--- src/rtl/eeprom_wr_ctrl.sv ---
module eeprom_wr_ctrl #(
  parameter int ADDR_W      = 15,
  parameter int DATA_W      = 8,
  parameter int GLITCH_CYC  = 5,        // >= 1
  parameter int WINDOW_CYC  = 25000,    // >= 2
  parameter int PROG_CYC    = 1250000,  // >= 2
  parameter int INHIBIT_CYC = 1250000   // >= 2
) (
  input  logic              clk,
  input  logic              rst_n,
  input  logic              ce_n,
  input  logic              we_n,
  input  logic              oe_n,
  input  logic [ADDR_W-1:0] addr,
  input  logic [DATA_W-1:0] din,
  output logic [ADDR_W-1:0] cap_addr,
  output logic [DATA_W-1:0] cap_data,
  output logic              commit,
  output logic              busy
);
  localparam int GW = $clog2(GLITCH_CYC + 1);
  localparam int WW = $clog2(WINDOW_CYC);
  localparam int PW = $clog2(PROG_CYC);
  localparam int IW = $clog2(INHIBIT_CYC);

  logic [1:0] ce_sy, we_sy, oe_sy;
  logic act, act_q, start, fin, accept, elig, long_enough;
  logic [GW-1:0] gcnt;
  logic [ADDR_W-1:0] pend_addr;
  logic win_run;
  logic [WW-1:0] win_cnt;
  logic [PW-1:0] prog_cnt;
  logic inhibit;
  logic [IW-1:0] inh_cnt;

  always_ff @(posedge clk or negedge rst_n)
    if (!rst_n) begin
      ce_sy <= 2'b11;
      we_sy <= 2'b11;
      oe_sy <= 2'b11;
    end else begin
      ce_sy <= {ce_sy[0], ce_n};
      we_sy <= {we_sy[0], we_n};
      oe_sy <= {oe_sy[0], oe_n};
    end

  assign act         = !ce_sy[1] && !we_sy[1] && oe_sy[1];
  assign start       = act && !act_q;
  assign fin         = !act && act_q;
  assign long_enough = (gcnt == GW'(GLITCH_CYC));
  assign accept      = fin && elig && long_enough;

  always_ff @(posedge clk or negedge rst_n)
    if (!rst_n) begin
      act_q     <= 1'b0;
      gcnt      <= '0;
      elig      <= 1'b0;
      pend_addr <= '0;
    end else begin
      act_q <= act;
      if (!act)
        gcnt <= '0;
      else if (!long_enough)
        gcnt <= gcnt + 1'b1;
      if (start) begin
        pend_addr <= addr;
        elig      <= !inhibit && !busy;
      end
    end

  always_ff @(posedge clk or negedge rst_n)
    if (!rst_n) begin
      cap_addr <= '0;
      cap_data <= '0;
    end else if (accept) begin
      cap_addr <= pend_addr;
      cap_data <= din;
    end

  always_ff @(posedge clk or negedge rst_n)
    if (!rst_n) begin
      win_run  <= 1'b0;
      win_cnt  <= '0;
      commit   <= 1'b0;
      busy     <= 1'b0;
      prog_cnt <= '0;
    end else begin
      commit <= 1'b0;
      if (accept) begin
        win_run <= 1'b1;
        win_cnt <= '0;
      end else if (win_run && !act) begin
        if (win_cnt == WW'(WINDOW_CYC - 1)) begin
          win_run  <= 1'b0;
          commit   <= 1'b1;
          busy     <= 1'b1;
          prog_cnt <= '0;
        end else begin
          win_cnt <= win_cnt + 1'b1;
        end
      end
      if (busy) begin
        if (prog_cnt == PW'(PROG_CYC - 1))
          busy <= 1'b0;
        else
          prog_cnt <= prog_cnt + 1'b1;
      end
    end

  always_ff @(posedge clk or negedge rst_n)
    if (!rst_n) begin
      inhibit <= 1'b1;
      inh_cnt <= '0;
    end else if (inhibit) begin
      if (inh_cnt == IW'(INHIBIT_CYC - 1))
        inhibit <= 1'b0;
      else
        inh_cnt <= inh_cnt + 1'b1;
    end


  commit_idle_bus_chk: assert property (@(posedge clk) disable iff (!rst_n)
    commit |-> !act_q);

  commit_single_chk: assert property (@(posedge clk) disable iff (!rst_n)
    commit |=> !commit);

  busy_with_commit_chk: assert property (@(posedge clk) disable iff (!rst_n)
    $rose(busy) |-> commit);

  busy_hold_chk: assert property (@(posedge clk) disable iff (!rst_n)
    busy |=> ($stable(cap_addr) && $stable(cap_data)));

  inhibit_quiet_chk: assert property (@(posedge clk) disable iff (!rst_n)
    inhibit |-> (!commit && !busy));
endmodule

--- config.mk ---
export PLATFORM = sky130hd
export DESIGN_NAME = eeprom_wr_ctrl
export DESIGN_NICKNAME = d
export VERILOG_FILES = /design/src/rtl/eeprom_wr_ctrl.sv
export SDC_FILE = /design/constraint.sdc
export NUM_CORES = 1
export LEC_CHECK = 0
export ABC_AREA = 1
export BUFFER_PORTS_ARGS = -buffer_cell sky130_fd_sc_hd__buf_2
export CORE_MARGIN = 10
export CORE_UTILIZATION = 64
export CTS_BUF_LIST = sky130_fd_sc_hd__clkbuf_4 sky130_fd_sc_hd__clkbuf_8 sky130_fd_sc_hd__clkbuf_16
export CTS_CLUSTER_SIZE = 16
export DETAILED_ROUTE_END_ITERATION = 8
export GPL_ROUTABILITY_DRIVEN = 0
export PLACE_DENSITY = 0.87
export RECOVER_POWER = 100
export SETUP_SLACK_MARGIN = 0.4
export SLEW_MARGIN = 10
export SYNTH_ARGS = -nofsm -noshare
export SYNTH_HDL_FRONTEND = slang
export SYNTH_SLANG_ARGS = --single-unit
--- constraint.sdc ---
create_clock -name clk -period 3.66 [get_ports clk]
set_input_delay 0.732 -clock clk [delete_from_list [all_inputs] [get_ports clk]]
set_output_delay 0.732 -clock clk [all_outputs]
set_load 0.02 [all_outputs]
# Word level (Yosys, flattened, before mapping)
# Cells that the tools add are included.
[totals]
wordCells = 69
ff_bits = 110
[op_classes]
n_eq_ne = 6
n_reduce_logical = 19
addsub = 4
bitwise_logic = 1
n_mux = 23
[ops]
columns = ["operator", "n"]
rows = [
  ["$mux W21", 5],
  ["$mux W15", 3],
  ["$add A21 B1 Y21 const B", 2],
  ["$eq A21 B21 Y1 const B", 2],
  ["$add A15 B1 Y15 const B", 1],
  ["$eq A15 B15 Y1 const B", 1],
  ["$mux W1", 13],
  ["$logic_and A1 B1 Y1", 8],
  ["$logic_not A1 Y1", 6],
  ["$mux W3", 2],
  ["$reduce_and A2 Y1", 3],
  ["$ne A2 B2 Y1 const B", 2],
  ["$reduce_bool A2 Y1", 2],
  ["$add A3 B1 Y3 const B", 1],
  ["$eq A3 B3 Y1 const B", 1],
  ["$not A1 Y1", 1],
]

# Longest topological paths before layout
# Gate-level depths: netlist of run 1.
[depth]
word_depth = 10
depth_mapped = 12
mapped_depth_nobuf = 11

# Least setup slack after synthesis of run 1
# No wires, ideal clock.
[synth_timing]
path_kind = "flip-flop to flip-flop"
from = "register gcnt[0]"
to = "register prog_cnt[9]"
setup_ns = 0.122
t_arrival_ns = 1.429
required_ns = 3.538
path_slack_ns = 2.109
period_less_slack_ns = 1.551
path_stages_with_launch = 11
cell_sequence = "dfrtp_1 ha_1 nand2_1 nor2_1 nand2_2 nand3_2 nor2_4 nand2_2 buf_6 nand2_1 a21oi_2"
[synth_via]
elab_chain_cells = 5
[synth_lines]
columns = ["element", "line", "source"]
rows = [
  ["from (decl)", "28", "logic [GW-1:0] gcnt;"],
  ["from (signal assigned)", "64", "gcnt <= gcnt + 1'b1;"],
  ["$eq A3 B3 Y1 *", "50", "assign long_enough = (gcnt == GW'(GLITCH_CYC));"],
  ["$logic_and A1 B1 Y1 *", "51", "assign accept = fin && elig && long_enough;"],
  ["$mux W21 *", "89", "if (accept) begin"],
  ["$mux W21", "103", "if (prog_cnt == PW'(PROG_CYC - 1))"],
  ["$mux W21 *", "102", "if (busy) begin"],
  ["to (signal assigned)", "106", "prog_cnt <= prog_cnt + 1'b1;"],
  ["to (decl)", "32", "logic [PW-1:0] prog_cnt;"],
]
# Every way passes the cells marked *; elsewhere a longest branch is shown, timed or not.
# A chain may end at the register's enable or synchronous reset.

# Worst setup path after layout of run 1
[layout_timing]
from = "register prog_cnt[0]"
to = "register prog_cnt[10]"
[layout_via]
elab_chain_cells = 3
word_cells_on_any_way = 4
cone_classes = "add/sub (1); eq/ne (1); mux (2)"
[layout_lines]
columns = ["element", "line"]
rows = [
  ["$add A21 B1 Y21 / $eq A21 B21 Y1 (equally long branches)", "106, 103"],
  ["$mux W21 *", "103"],
  ["$mux W21 *", "102"],
]
# Marks and branches as above.

==> results of run 1 <==
metrics by stage:
step | total power, mW | cell area, um^2 | worst slack (ns) | utilization
after floorplan | 1.320 | 5837 | 2.109 | -
after global placement | 1.366 | 6142 | 1.681 | 0.6975
after detailed placement | 1.374 | 6142 | 1.569 | 0.6975
after CTS | 2.157 | 6362 | 1.505 | 0.7225
after global routing | 2.219 | 6252 | 0.7478 | 0.7100
final | 2.140 | 6252 | 0.9837 | 0.7100
flip-flops by register name, summed over array words and instances, names as in the netlist, 2 cells and up:
register / flops
cap_addr: 15
cap_data: 8
ce_sy: 2
gcnt: 3
inh_cnt: 21
oe_sy: 2
pend_addr: 15
prog_cnt: 21
we_sy: 2
win_cnt: 15
logic make-up (layout without fill, tap and decap cells):
logic type               count (synthesis)  after routing  synth area share
flip-flops                             110            110            0.4731
buffers and inverters                  120            174           0.08703
XOR/XNOR                                28             28           0.04201
AND/OR/NAND/NOR                        408            408            0.3074
AO/OA/AOI/OAI                           85             85           0.07975
adder cells (fa/ha/maj)                  5              5           0.01072
area by class of cell:
cell class              instances  area [um^2]
flip-flops and latches        110         2761
fillers                       721         2554
multi-input cells             526         2504
inverters                     102        385.4
repair buffers                 56        246.5
well taps                     108        135.1
clock buffers                   9        123.9
clock inverters                 7        96.34
worst max-delay path, cell delays in order, from the launching register on:
cell and delay (ns):
dfrtp_1 0.44, ha_1 0.19, nand3_1 0.20, nor2_1 0.24, nand3_2 0.11, nand2_1 0.64
nand2_1 0.47, nand2_1 0.18, a21oi_1 0.08
layout by cell type, fill, tap and decap left out, types with 5 or more instances in the layout:
cell type | netlist | final
clkbuf_1 | 5 | 29
ha_1 | 5 | 5
buf_2 | 7 | 25
inv_1 | 94 | 96
nor3_1 | 13 | 13
nor2_1 | 85 | 87
dfstp_2 | 7 | 7
o21ai_0 | 45 | 68
nand3_1 | 52 | 55
nand4_1 | 13 | 14
nand2_1 | 214 | 218
dfrtp_1 | 103 | 103
inv_2 | 7 | 5
clkbuf_8 | 0 | 9
a21oi_1 | 4 | 8
xor2_1 | 24 | 24
nor3_2 | 7 | 7
nor2_2 | 7 | 5
worst min path at each step:
stage,startpoint,cells past startpoint,slack [ns],endpoint
2_1_floorplan,ce_sy[0],0,0.35,ce_sy[1]
3_3_place_gp,oe_sy[0],0,0.35,oe_sy[1]
3_5_place_dp,ce_sy[0],0,0.35,ce_sy[1]
4_1_cts,we_sy[0],0,0.34,we_sy[1]
5_1_grt,we_sy[0],0,0.35,we_sy[1]
6_report,we_sy[0],0,0.35,we_sy[1]
where the power goes:
part / total [mW] / internal (mW) / switching, mW
Sequential: 1.27 / 1.25 / 0.0124
Combinational: 0.0808 / 0.0255 / 0.0552
Clock: 0.792 / 0.290 / 0.502
layer usage:
metal / up-vias / global-route usage / routed length [um]
met4: 0 / 0.05912 / 215
met2: 142 / 0.3535 / 6432
met5: - / 0 / 0
li1: 2472 / - / -
met1: 2374 / 0.2426 / 5433
met3: 21 / 0.04910 / 718
==> metrics.yaml, run 1 <==
cts_tree: "built"
avgSynthCellArea_um2: 7.721
io_pins: 53
cp-end-kind: "flip-flop"
cts-resized-gates: 0
synth_top_area_share: 0.4416
clk_latency_ns: 0.40
clock_skew_ns: 0.01955
max_freq_mhz: 373.6
violations: "capacitance limit"
worst-r2r-setup-slack_ns: 0.98
grt_pass1_wl_um: 22220
grt_use_total: 0.2023
clk_path_buf_depth: 2
layout-area-overhead-vs-synth_pct: 7.117
place_inst: 902
synth-seq-area-share: 0.4731
crit_path_start: "prog_cnt[0]"
finalWirelength_um: 12800
r2r_end: "prog_cnt[10]"
portBuffers: 52
worstSetupStartpointType: "flip-flop"
async_reset_ff_frac: 1.000
drv_cap: 1
synth_edf_count: 0
ys.flop_type: "dfrtp_1"
routedWlPerCell_um: 13.94
nets: 838
core_area_um2: 8806
cts_root_buf: "clkbuf_8"
yosys_warnings: 0
first_iter_violations: 381
drc: 0
crit_required_ns: 3.93
setup_viol: 0
worstMarginPinSlew_ns: 1.498
cts_hold_buf: 0
final_cells: 918
synth_area_leaders: "dfrtp_1, nand2_1, inv_1"
antenna_left: 0
crit_end: "prog_cnt[10]"
num_rows: 34
ys_top_cells_by_count: "nand2_1, dfrtp_1, inv_1, nor2_1, nand3_1"
grt_max_degree: 58
yosys.area.top_type: "dfrtp_1"
leakage_nw: 2.755
drive_gt1_frac: 0.09383
die-area_um2: 13340
ys_ff_latch: 110
r2r_cells: 8
synth_cells: 756
die_width_um: 115.5
n_antenna_cell: 0
start_util: 0.6628
cts_buffers: 9
fin_setup_tns_ns: 0
synth_most_common_cell: "nand2_1"
num_vias: 5009
cp_max_fo: 20
status: "complete, but fails checks"
period_share: 0.7312
cts_setup_buffers: 0
finalCriticalPeriod_ns: 2.676
antenna_found_initial: 0
first_global_vias: 4891
cts_sinks: 110
r2r-start: "prog_cnt[0]"
maxSlewHeadroom: 0.001354
grt-ovfl-total: 0
drtPass1Iterations: 5
worstSetupPathType: "reg -> reg"
timing.hold.ws_ns: 0.3499
clk_pin_slew_ns: 0.12
crit_arrival_ns: 2.95
synth_area_um2: 5837
syn_nets: 789
hold_class: "reg -> reg"
die_h_um: 115.5
final_hold_viol_count: 0
peakVddDrop_mv: 0.4178
hpwlAfterDp_um: 9200
synthDistinctLibCells: 38
slew_violations: 0
via_per_inst: 5.456
rsz0062_at_grt: "false"
power_density_nw_per_um2: 342.2
htree_levels: 3
No activity file was read; power rests on OpenSTA's default activity.
==> inputs of run 2 (changes only) <==
Settings changed: CORE_UTILIZATION 64 to 60, PLACE_DENSITY 0.87 to 0.82.
Clock period 3.66 ns to 2.56 ns, I/O delays scaled along.
==> run 2 against run 1 <==
  * Largest cell class unchanged
  * Critical endpoint is now prog_cnt[2]
  * Power up 44%
  * The flow now finishes without violations
  * Non-clock buffer count up 4
  * Via count down 0.68%
  * Die area up 5.5%
  * Clock skew down 0.0047 ns
  * Final cell count up 2.7%
==> metrics.yaml, run 2 (synthesis results as in run 1) <==
clk_path_buf_depth: 2  # unchanged
timing.hold.ws_ns: 0.2076  # was 0.3499 ns
max_freq_mhz: 478.7  # was 373.6 MHz
r2r-start: "gcnt[0]"  # was prog_cnt[0]
p_total_mw: 3.088  # was 2.140 mW
crit_required_ns: 2.84  # was 3.93 ns
largest_registers: "inh_cnt: 21 flops, prog_cnt: 21 flops"  # unchanged
first_iter_violations: 383  # was 381
cts_buffers: 9  # unchanged
cts_sinks: 110  # unchanged
r2r_cells: 9  # was 8
status: "completed"  # was complete, but fails checks
cts_root_buf: "clkbuf_8"  # unchanged
r2r_end: "prog_cnt[2]"  # was prog_cnt[10]
die-area_um2: 14070  # was 13340 um^2
worst-r2r-setup-slack_ns: 0.47  # was 0.98 ns
clock_skew_ns: 0.01484  # was 0.01955 ns
utilization: 0.6790  # was 0.7100
hp-start: "we_n"  # was we_sy[0]
core_area_um2: 9371  # was 8806 um^2
cp_max_fo: 12  # was 20
io_pins: 53  # unchanged
die_width_um: 118.6  # was 115.5 um
drc: 0  # unchanged
grt_use_total: 0.1815  # was 0.2023
crit_arrival_ns: 2.37  # was 2.95 ns
setup_viol: 0  # unchanged
hpwlAfterDp_um: 9068  # was 9200 um
layout_commonest_cell: "nand2_1"  # unchanged
first_global_vias: 4872  # was 4891
antenna_found_initial: 0  # unchanged
finalCriticalPeriod_ns: 2.089  # was 2.676 ns
hold_class: "in -> reg"  # was reg -> reg
worstSetupPathType: "reg -> reg"  # unchanged
drtPass1Iterations: 5  # unchanged
via_per_inst: 5.276  # was 5.456
worstHoldPathCells: 1  # was 0
fin_setup_tns_ns: 0  # unchanged
routedWlPerCell_um: 13.29  # was 13.94 um
num_vias: 4975  # was 5009
clk_pin_slew_ns: 0.11  # was 0.12 ns
final_hold_viol_count: 0  # unchanged
wl_met1_um: 5408  # was 5433 um
cts_setup_buffers: 0  # unchanged
finalWirelength_um: 12540  # was 12800 um
n_antenna_cell: 0  # unchanged
maxSlewHeadroom: 0.3616  # was 0.001354
route.met3.wl_um: 607  # was 718 um
start_util: 0.6228  # was 0.6628
power_density_nw_per_um2: 485.2  # was 342.2 nW/um^2
grt_max_degree: 69  # was 58
grt_pass1_wl_um: 21820  # was 22220 um
peakVddDrop_mv: 0.4817  # was 0.4178 mV
nets: 842  # was 838
antenna_left: 0  # unchanged
grt-ovfl-total: 0  # unchanged
portBuffers: 52  # unchanged
leakage_nw: 2.795  # was 2.755 nW
num_rows: 35  # was 34
drive_gt1_frac: 0.1106  # was 0.09383
slew_violations: 0  # unchanged
drv_cap: 0  # was 1
worstSetupStartpointType: "flip-flop"  # unchanged
min_to: "we_sy[0]"  # was we_sy[1]
cts_tree: "built"  # unchanged
htree_levels: 3  # unchanged
worstMarginPinSlew_ns: 0.9576  # was 1.498 ns
cp-end-kind: "flip-flop"  # unchanged
layout-area-overhead-vs-synth_pct: 9.025  # was 7.117%
num-fill-cells: 777  # was 721
clk_latency_ns: 0.39  # was 0.40 ns
layout.cells.most_common_list: "nand2_1, dfrtp_1, inv_1"  # unchanged
route.met2.wl_um: 6314  # was 6432 um
die_h_um: 118.6  # was 115.5 um
rsz0062_at_grt: "false"  # unchanged
period_share: 0.8160  # was 0.7312
highest_layer: "met4"  # unchanged
-- run 2: worst max path at each step --
stage / depth (start not counted) / slack, ns / from / endpoint
2_1_floorplan: 10 / 1.01 / gcnt[0] / prog_cnt[9]
3_3_place_gp: 8 / 0.65 / gcnt[0] / cap_data[1]
3_5_place_dp: 8 / 0.52 / gcnt[0] / cap_data[7]
4_1_cts: 8 / 0.52 / gcnt[0] / cap_data[3]
5_1_grt: 8 / 0.26 / inh_cnt[0] / inh_cnt[18]
6_report: 9 / 0.47 / gcnt[0] / prog_cnt[2]
-- run 2: repair_timing --
action                     CTS  global route
setup endpoints to repair    0             8
hold endpoints to repair     2             0
gates resized for setup      0             1
hold buffers                 1             0
-- run 2: power breakdown --
| group | internal [mW] | total [mW] | leakage, nW | switching (mW) |
|---|---|---|---|---|
| sequential | 1.79 | 1.81 | 1.44 | 0.0168 |
| combinational | 0.0400 | 0.119 | 1.24 | 0.0790 |
| clock | 0.507 | 1.16 | 0.113 | 0.652 |
-- run 2: worst max-delay path: stages, from the launching register on --
cell and delay [ns]:
dfrtp_1 0.43, ha_1 0.20, nand2_1 0.15, nor2_1 0.07, nand2_1 0.36, nand3_2 0.22, nor2_4 0.17, nand2_2 0.18
nand2_1 0.11, o21ai_0 0.08
-- run 2: metrics by stage --
step                worst slack, ns  instance area (um^2)  std cells
finish                       0.4711                  6364        943
global route                 0.2639                  6364        943
CTS                          0.5153                  6432        943
detailed placement           0.5236                  6203        926
global placement             0.6535                  6203        926
floorplan                     1.009                  5837        756
-- run 2: final cells by class --
cell class,instances,area [um^2],share of cell area
clock inverters,6,81.33,0.01278
inverters,102,385.4,0.06056
clock buffers,10,137.6,0.02163
repair buffers,60,300.3,0.04719
well taps,129,161.4,0.02536
flip-flops and latches,110,2761,0.4339
multi-input cells,526,2536,0.3985
-- run 2: metal layers --
layer,GRT usage,up-vias
li1,-,2489
met1,0.2247,2349
met2,0.3005,120
met3,0.04664,17
met4,0.06260,0
met5,0,-
